**src/rtl/eng_rst_pkg.sv**
```systemverilog
package eng_rst_pkg;
    localparam int CTL_REQ    = 0;
    localparam int CTL_RDY    = 1;
    localparam int CTL_CAT    = 2;
    localparam int CTL_EN_OFS = 16;

    typedef enum logic [1:0] {
        ES_IDLE,
        ES_QUIESCE,
        ES_READY,
        ES_CATERR
    } eng_state_e;

    typedef enum logic {
        DS_IDLE,
        DS_PULSE
    } dom_state_e;
endpackage

```
**src/rtl/eng_rst_fsm.sv**
```systemverilog
module eng_rst_fsm
    import eng_rst_pkg::*;
(
    input  logic clk,
    input  logic rst_n,
    input  logic req_set_i,
    input  logic req_clr_i,
    input  logic cat_ack_i,
    input  logic idle_i,
    input  logic err_i,
    output logic req_o,
    output logic rdy_o,
    output logic cat_o
);
    eng_state_e state_q, state_d;

    always_ff @(posedge clk or negedge rst_n) begin
        if (!rst_n) state_q <= ES_IDLE;
        else        state_q <= state_d;
    end

    always_comb begin
        state_d = state_q;
        unique case (state_q)
            ES_IDLE: begin
                if (err_i)          state_d = ES_CATERR;
                else if (req_set_i) state_d = ES_QUIESCE;
            end
            ES_QUIESCE: begin
                if (err_i)          state_d = ES_CATERR;
                else if (req_clr_i) state_d = ES_IDLE;
                else if (idle_i)    state_d = ES_READY;
            end
            ES_READY: begin
                if (err_i)          state_d = ES_CATERR;
                else if (req_clr_i) state_d = ES_IDLE;
            end
            ES_CATERR: begin
                if (cat_ack_i && !err_i) state_d = ES_IDLE;
            end
            default: state_d = ES_IDLE;
        endcase
    end

    always_comb begin
        req_o = 1'b0;
        rdy_o = 1'b0;
        cat_o = 1'b0;
        unique case (state_q)
            ES_IDLE:    ;
            ES_QUIESCE: req_o = 1'b1;
            ES_READY: begin
                req_o = 1'b1;
                rdy_o = 1'b1;
            end
            ES_CATERR:  cat_o = 1'b1;
            default:    ;
        endcase
    end
endmodule

```
**src/rtl/dom_rst_timer.sv**
```systemverilog
module dom_rst_timer
    import eng_rst_pkg::*;
#(
    parameter int CYC = 8
) (
    input  logic clk,
    input  logic rst_n,
    input  logic start_i,
    output logic active_o
);
    localparam int CW = $clog2(CYC + 1);

    dom_state_e    state_q, state_d;
    logic [CW-1:0] cnt_q;

    always_ff @(posedge clk or negedge rst_n) begin
        if (!rst_n) state_q <= DS_IDLE;
        else        state_q <= state_d;
    end

    always_comb begin
        state_d = state_q;
        unique case (state_q)
            DS_IDLE:  if (start_i)      state_d = DS_PULSE;
            DS_PULSE: if (cnt_q == '0)  state_d = DS_IDLE;
            default:  state_d = DS_IDLE;
        endcase
    end

    always_ff @(posedge clk or negedge rst_n) begin
        if (!rst_n) begin
            cnt_q <= '0;
        end else if (state_q == DS_IDLE && start_i) begin
            cnt_q <= CW'(CYC - 1);
        end else if (state_q == DS_PULSE && cnt_q != '0) begin
            cnt_q <= cnt_q - 1'b1;
        end
    end

    always_comb begin
        active_o = (state_q == DS_PULSE);
    end
endmodule

```
**src/rtl/eng_reset_ctrl.sv**
```systemverilog
module eng_reset_ctrl
    import eng_rst_pkg::*;
#(
    parameter int NUM_ENG = 2,
    parameter int DOM_W = 8,
    parameter logic [DOM_W-1:0] DOM_VALID = 'hBF,
    parameter int RST_CYCLES = 8,
    parameter int ADDR_W = 4
) (
    input  logic               clk,
    input  logic               rst_n,
    input  logic               bus_we,
    input  logic [ADDR_W-1:0]  bus_addr,
    input  logic [31:0]        bus_wdata,
    output logic [31:0]        bus_rdata,
    input  logic [NUM_ENG-1:0] eng_idle_i,
    input  logic [NUM_ENG-1:0] eng_err_i,
    output logic [NUM_ENG-1:0] eng_quiesce_o,
    output logic [DOM_W-1:0]   dom_rst_o
);
    logic [NUM_ENG-1:0] eng_req, eng_rdy, eng_cat;
    logic [DOM_W-1:0]   dom_active;
    logic               dom_wr;
    logic               unused_wdata;

    assign unused_wdata = ^bus_wdata;
    assign dom_wr = bus_we && (bus_addr == '0);

    for (genvar e = 0; e < NUM_ENG; e++) begin : g_eng
        logic hit;
        logic set_req, clr_req, ack_cat;
        assign hit     = bus_we && (bus_addr == ADDR_W'(e + 1));
        assign set_req = hit && bus_wdata[CTL_EN_OFS + CTL_REQ] && bus_wdata[CTL_REQ];
        assign clr_req = hit && bus_wdata[CTL_EN_OFS + CTL_REQ] && !bus_wdata[CTL_REQ];
        assign ack_cat = hit && bus_wdata[CTL_EN_OFS + CTL_CAT] && bus_wdata[CTL_CAT];

        eng_rst_fsm u_fsm (
            .clk       (clk),
            .rst_n     (rst_n),
            .req_set_i (set_req),
            .req_clr_i (clr_req),
            .cat_ack_i (ack_cat),
            .idle_i    (eng_idle_i[e]),
            .err_i     (eng_err_i[e]),
            .req_o     (eng_req[e]),
            .rdy_o     (eng_rdy[e]),
            .cat_o     (eng_cat[e])
        );
        assign eng_quiesce_o[e] = eng_req[e];
    end

    for (genvar d = 0; d < DOM_W; d++) begin : g_dom
        if (DOM_VALID[d]) begin : g_on
            dom_rst_timer #(.CYC(RST_CYCLES)) u_tmr (
                .clk      (clk),
                .rst_n    (rst_n),
                .start_i  (dom_wr && bus_wdata[d]),
                .active_o (dom_active[d])
            );
            assign dom_rst_o[d] = dom_active[d] | dom_active[0];
        end else begin : g_off
            assign dom_active[d] = 1'b0;
            assign dom_rst_o[d]  = 1'b0;
        end
    end

    always_comb begin
        bus_rdata = '0;
        if (bus_addr == '0) begin
            bus_rdata[DOM_W-1:0] = dom_active;
        end
        for (int e = 0; e < NUM_ENG; e++) begin
            if (bus_addr == ADDR_W'(e + 1)) begin
                bus_rdata[CTL_REQ] = eng_req[e];
                bus_rdata[CTL_RDY] = eng_rdy[e];
                bus_rdata[CTL_CAT] = eng_cat[e];
            end
        end
    end
endmodule

```
**config.mk**
```make
export PLATFORM = sky130hd
export DESIGN_NAME = eng_reset_ctrl
export DESIGN_NICKNAME = d
export VERILOG_FILES = /design/src/rtl/eng_rst_pkg.sv /design/src/rtl/eng_rst_fsm.sv /design/src/rtl/dom_rst_timer.sv /design/src/rtl/eng_reset_ctrl.sv
export SDC_FILE = /design/constraint.sdc
export NUM_CORES = 1
export LEC_CHECK = 0
export BUFFER_PORTS_ARGS = -buffer_cell sky130_fd_sc_hd__buf_2
export CORE_MARGIN = 4
export CORE_UTILIZATION = 35
export CTS_CLUSTER_SIZE = 25
export DETAILED_ROUTE_END_ITERATION = 16
export GPL_ROUTABILITY_DRIVEN = 0
export PLACE_DENSITY = 0.69
export SYNTH_ARGS = -nofsm -noshare
export SYNTH_HDL_FRONTEND = slang
export SYNTH_SLANG_ARGS = --single-unit
export TNS_END_PERCENT = 1
```
**constraint.sdc**
```tcl
create_clock -name clk -period 2 [get_ports clk]
set_clock_uncertainty 0.05 [all_clocks]
set_input_delay 0.4 -clock clk [delete_from_list [all_inputs] [get_ports clk]]
set_output_delay 0.4 -clock clk [all_outputs]
set_load 0.005 [all_outputs]
```
After elaboration in Yosys (flattened, before gate mapping)
Index checks and enable logic that the tools add are counted.

cells by class
  add/subtract/negate cells = 7
  multipliers = 0
  divide/modulo/power cells = 0
  order comparisons = 0
  eq/ne operators = 16
  shift-type cells = 0
  muxes and demuxes = 62
  bitwise logic cells = 13
  reduce and logical (&&, ||, !) cells = 67

operators by type and width
  cell                                                                 count
  4-bit 2-to-1 mux                                                     14
  1-bit logical AND                                                    36
  4-bit zero test                                                      8
  2-bit 2-to-1 mux                                                     16
  4-bit nonzero test                                                   7
  4-bit by 1-bit subtractor with 4-bit output (second input constant)  7
  1-bit 2-to-1 mux                                                     20
  2-bit one-hot mux with 4 select lines                                2
  1-bit one-hot mux with 2 select lines                                7
  2-bit nonzero test                                                   7
  3-bit != test (second input constant)                                4
  2-bit == test (second input constant)                                4
  8-bit 2-to-1 mux                                                     1
  4-bit != test (second input constant)                                2
  4-bit AND reduction                                                  2
  1-bit inverter                                                       7
  3-bit 2-to-1 mux                                                     2
  1-bit OR                                                             6
  2-bit by 1-bit == test with 1-bit output (second input constant)     2
  4-bit by 1-bit == test with 1-bit output (second input constant)     1
  4-bit by 2-bit == test with 1-bit output (second input constant)     1
  2-bit zero test                                                      2
  2-bit by 1-bit != test with 1-bit output (second input constant)     2
  2-bit OR reduction                                                   2
  1-bit zero test                                                      3

word-level totals
  flip-flop bits (word level) = 39
  bits in latches = 0
  bits in writable memories = 0
  ROM bits = 0
  bits of input ports = 43
  output and inout port bits = 42
  memories kept = 0

Logic depth before layout (Yosys ltp)
  depth in word-level cells = 7
  mapped depth = 6
  mapped depth without buffers = 6

Hierarchy
A second synthesis with hierarchy kept.

unflattened totals
  cell total of the unflattened synthesis = 289
  area total of the unflattened synthesis = 2773.9 um2

modules (own cells, without submodules)
  module          times used  cells an instance  area an instance (um2)  sequential area each (um2)
  dom_rst_timer   7           24                 264.0                   125.1
  eng_reset_ctrl  1           73                 495.5                   0.0
  eng_rst_fsm     2           24                 215.2                   50.0

Worst setup path after synthesis
Ideal clock, no wire load.

  path type = input port to flip-flop
  start = input port bus_addr[1]
  end = register g_eng[0].u_fsm.state_q[0]
  setup time = 0.127 ns
  arrival time = 1.734 ns
  required time = 1.823 ns
  slack = 0.089 ns
  cell stages on the path = 5
  buffers on the path = 1
  cells stage by stage = buf_6 or4b_4 o31ai_2 o311ai_1 mux2_1

on the way
  cells in the longest elaborated chain, start to end = 7
  elaborated cells between the ends (all ways) = 16
  those cells by class = eq/ne (5); mux (3); reduce/logical (8)

RTL lines
  element                                                                       line                                                              text
  start: declaration                                                            eng_reset_ctrl.sv:13                                              input logic [ADDR_W-1:0] bus_addr,
  4-bit by 1-bit == test with 1-bit output (*)                                  eng_reset_ctrl.sv:32                                              assign hit = bus_we && (bus_addr == ADDR_W'(e + 1));
  1-bit logical AND (*)                                                         eng_reset_ctrl.sv:32
  1-bit logical AND, on equally long branches                                   eng_reset_ctrl.sv:33, eng_reset_ctrl.sv:34, eng_reset_ctrl.sv:35
  1-bit logical AND, on equally long branches                                   eng_reset_ctrl.sv:34, eng_reset_ctrl.sv:35
  2-bit 2-to-1 mux or 1-bit logical AND (tied branches)                         eng_rst_fsm.sv:31, eng_rst_fsm.sv:39
  2-bit 2-to-1 mux or 2-bit by 1-bit != test with 1-bit output (tied branches)  n/a
  2-bit one-hot mux with 4 select lines or 4-bit AND reduction (tied branches)  n/a
  end signal: assignment                                                        eng_rst_fsm.sv:19                                                 else state_q <= state_d;
  end: declaration                                                              eng_rst_fsm.sv:15                                                 eng_state_e state_q, state_d;

Every way passes the cells marked *; elsewhere a longest branch is shown, timed or not.
A chain may end at the register's enable or synchronous reset.

Worst setup path in the final report
  start = register g_eng[1].u_fsm.state_q[1]
  end = output port bus_rdata[0]

on the way
  cells in the longest elaborated chain, start to end = 4
  elaborated cells between the ends (all ways) = 5
  those cells by class = eq/ne (2); mux (2); reduce/logical (1)

RTL lines
  element                                                                    line                  text
  start: declaration                                                         eng_rst_fsm.sv:15
  start signal: assignment                                                   eng_rst_fsm.sv:19
  2-bit by 1-bit == test with 1-bit output or 2-bit == test (tied branches)  eng_rst_fsm.sv:49     unique case (state_q)
  2-bit OR reduction (no source line) (*)                                    n/a
  1-bit 2-to-1 mux (*)                                                       eng_rst_fsm.sv:49
  3-bit 2-to-1 mux (*)                                                       eng_reset_ctrl.sv:73  if (bus_addr == ADDR_W'(e + 1)) begin
  end: declaration                                                           eng_reset_ctrl.sv:15  output logic [31:0] bus_rdata,

Marked as above.

==> flow_summary.json <==
{
  "finalWorstSetupSlack_ns": -0.02342,
  "cp_cell_sequence": "inv_2 > ha_4 > mux2i_1 > nor2_1 > a21oi_1 > nor3_1 > buf_2",
  "clockBufferDepth": 2,
  "yosysSeqAreaShare": 0.3741,
  "overflow": 0,
  "antenna_found_initial": 0,
  "drv_cap": 0,
  "finalSetupViolations": 2,
  "cp_num_buf_inv": 2,
  "floorplan.initialDensity": 0.3597,
  "fin_crit_sh": 1.012,
  "syn_avg_cell_area_um2": 9.384,
  "finalHoldWorstSlack_ns": -0.01070,
  "synthArstFlopShare": 1.000,
  "wire_per_inst_um": 11.30,
  "ctsHoldBuffers": 0,
  "power_density_nw_per_um2": 1326,
  "via_per_inst": 4.548,
  "area_growth_pct": 13.00,
  "status": "finished with violations",
  "grt_start_max_net_pins": 23,
  "grt_usage": 0.1103,
  "critPathMaxFanout": 4,
  "coreArea_um2": 7253,
  "via_count": 1910,
  "cpMaxStageDelayCell": "dfrtp_1",
  "fin_util": 0.4064,
  "port_buffers": 35,
  "p_comb_frac": 0.472,
  "fmax_mhz": 494.2,
  "cp_top_family": "flip-flops",
  "die_w_um": 94.34,
  "multi_input_area_um2": 1425,
  "yosysTopAreaCellShare": 0.3741,
  "worst_pin_slew_ns": 0.5779,
  "fin_nets": 387,
  "min_period_ns": 2.023,
  "slew_headroom": 0.6114,
  "slowest_delay_ns": 0.41,
  "cts-root-buf": "clkbuf_8",
  "dieArea_um2": 8899,
  "num_rows": 31,
  "ys_warn_count": 0,
  "fill_cells": 739,
  "io-pin-count": 85,
  "slew_violations": 0,
  "dieHeight_um": 94.34,
  "worstPathRequired_ns": 1.55,
  "path_class": "reg2out",
  "num_antenna_cells": 0,
  "cts_buffers": 5,
  "ant_nets": 0,
  "clkSlewWorstSetupHoldPaths_ns": 0.07,
  "arrival_ns": 1.57,
  "final_hold_viol_count": 17,
  "drc_errors": 0,
  "tns_ns": -0.04177,
  "synthCells": 278,
  "grt_pass1_vias": 1900,
  "p_sw_mw": 1.490,
  "drive_above_1_share": 0.2212,
  "leakagePower_nw": 1.495,
  "drtIter0Drc": 47,
  "ir_drop_uv": 582.7,
  "wirelength_um": 4745,
  "cts_tree": "done",
  "clock-sinks": 39,
  "p_int_mw": 2.420,
  "clk_latency_ns": 0.29,
  "ys_types": 36,
  "p_total_mw": 3.910,
  "grt_pass1_wl_um": 7845,
  "cp-start-kind": "register",
  "synth_edf_count": 0,
  "netlist_area_um2": 2609,
  "clockPowerShare": 0.149,
  "swShare": 0.3811,
  "violations": "negative hold slack, negative setup slack",
  "p_seq_frac": 0.380,
  "synth_ff_type": "dfrtp_1",
  "crit_path_end_kind": "output pin",
  "ys_top_cells_by_area": "dfrtp_1 (37%), ha_1 (12%), buf_4 (8.3%)",
  "synth_area_leader_cell": "dfrtp_1",
  "dr.pass1.iters": 4,
  "seq_area_um2": 975.9,
  "synth_seq_cells": 39,
  "rsz0062_at_grt": "yes",
  "cts-htree-levels": 2,
  "hp-class": "in2async",
  "dp_hpwl_um": 3660
}
## cell usage after synthesis, types with 2 or more instances
cell type   n
a21oi_1     4
a31oi_1     2
and2_1     12
buf_4      29
clkbuf_1    2
dfrtp_1    39
ha_1       24
inv_1      22
mux2_1      2
mux2_2      2
mux2i_1     3
nand2_1    36
nand3_1    14
nand3b_1    8
nor2_1      5
nor2b_1     3
nor3_1     11
nor4_1      2
o211ai_1    7
o21ai_0     5
o31ai_1     3
or2_2       6
or3b_2      6
xnor2_1    13
xor2_1      7
## metrics by stage
| stage | setup slack [ns] | cells | cell area, um^2 |
|---|---|---|---|
| after floorplan | 0.08860 | 303 | 2703 |
| after global placement | 0.004651 | 410 | 2815 |
| after detailed placement | -0.02144 | 410 | 2815 |
| after CTS | -0.03699 | 420 | 2943 |
| after global routing | -0.1325 | 420 | 2948 |
| final | -0.02342 | 420 | 2948 |
## layout make-up
| cell class | instances | share of cell area |
|---|---|---|
| Sequential cell | 39 | 0.3311 |
| Multi-Input combinational cell | 210 | 0.4834 |
| Timing Repair Buffer | 42 | 0.08149 |
| Inverter | 22 | 0.02801 |
| Tap cell | 99 | 0.04202 |
| Clock buffer | 8 | 0.03396 |
## power groups by stage
stage | clock [mW] | combinational [mW] | sequential [mW]
5_1_grt | 0.633 | 2.13 | 1.54
4_1_cts | 0.603 | 1.86 | 1.48
3_5_place_dp | 0 | 1.79 | 1.49
2_1_floorplan | 0 | 1.47 | 1.41
3_3_place_gp | 0 | 1.73 | 1.48
6_report | 0.582 | 1.84 | 1.48
## state kept, by name, indices dropped and copies added (netlist names)
name	flops
g_dom.g_on.u_tmr.cnt_q	28
g_dom.g_on.u_tmr.active_o	7
g_eng.u_fsm.state_q	4
## worst paths after layout
check | start | end | slack [ns] | depth (start not counted)
worst max-delay path | g_eng[1].u_fsm.state_q[1] | bus_rdata[0] | -0.02 | 7
worst min-delay path | rst_n | g_eng[1].u_fsm.state_q[1] | -0.01 | 1
worst max register to register | g_eng[1].u_fsm.state_q[1] | g_eng[1].u_fsm.state_q[1] | 0.08 | 7
worst min register to register | g_dom[3].g_on.u_tmr.cnt_q[1] | g_dom[3].g_on.u_tmr.cnt_q[1] | 0.47 | 2
max in group asynchronous | rst_n | g_dom[4].g_on.u_tmr.cnt_q[0] | 1.45 | 2
min in group clk | bus_wdata[7] | g_dom[7].g_on.u_tmr.cnt_q[2] | 0.41 | 3
## placed cells by master, fill, tap and decap left out, types with 8 or more instances in the layout
master	Yosys	routed
and2_1	12	12
buf_2	0	35
conb_1	1	26
dfrtp_1	39	39
ha_1	24	22
inv_1	22	20
nand2_1	36	36
nand3_1	14	14
nand3b_1	8	8
nor3_1	11	11
xnor2_1	13	13
## cells by family (layout without fill, tap and decap cells)
kind of cell / count (synthesis) / count (layout) / synth area share
simple gates: 107 / 107 / 0.2225
other cells: 1 / 26 / 0.001437
mux: 7 / 7 / 0.02878
xor+xnor: 20 / 20 / 0.06715
buf+inv: 54 / 72 / 0.1223
flops: 39 / 39 / 0.3741
compound gates: 26 / 26 / 0.06858
fa+ha+maj: 24 / 24 / 0.1151
## per-layer routing
layer,vias to the layer above,global-route usage,wire length (um)
met3,10,0.02789,388
met1,885,0.1269,2028
met2,61,0.1921,2220
li1,954,-,-
met5,-,0,0
met4,0,0.05054,108
## what timing repair did
item                                    in CTS  in global routing
pin swaps                                    1                  1
buffers inserted                             2                  0
gates resized for setup                      2                  3
endpoints found under the setup margin       2                  5
gates cloned                                 0                  0
## worst register-to-register path, cell delays in order, from the launching register on
cell and delay (ns):
dfrtp_1 0.42, inv_2 0.10, buf_4 0.12, ha_1 0.16, nor2b_2 0.17, o32ai_1 0.09, o31ai_1 0.32, mux2_2 0.38
(Power assumes the default switching activity.)
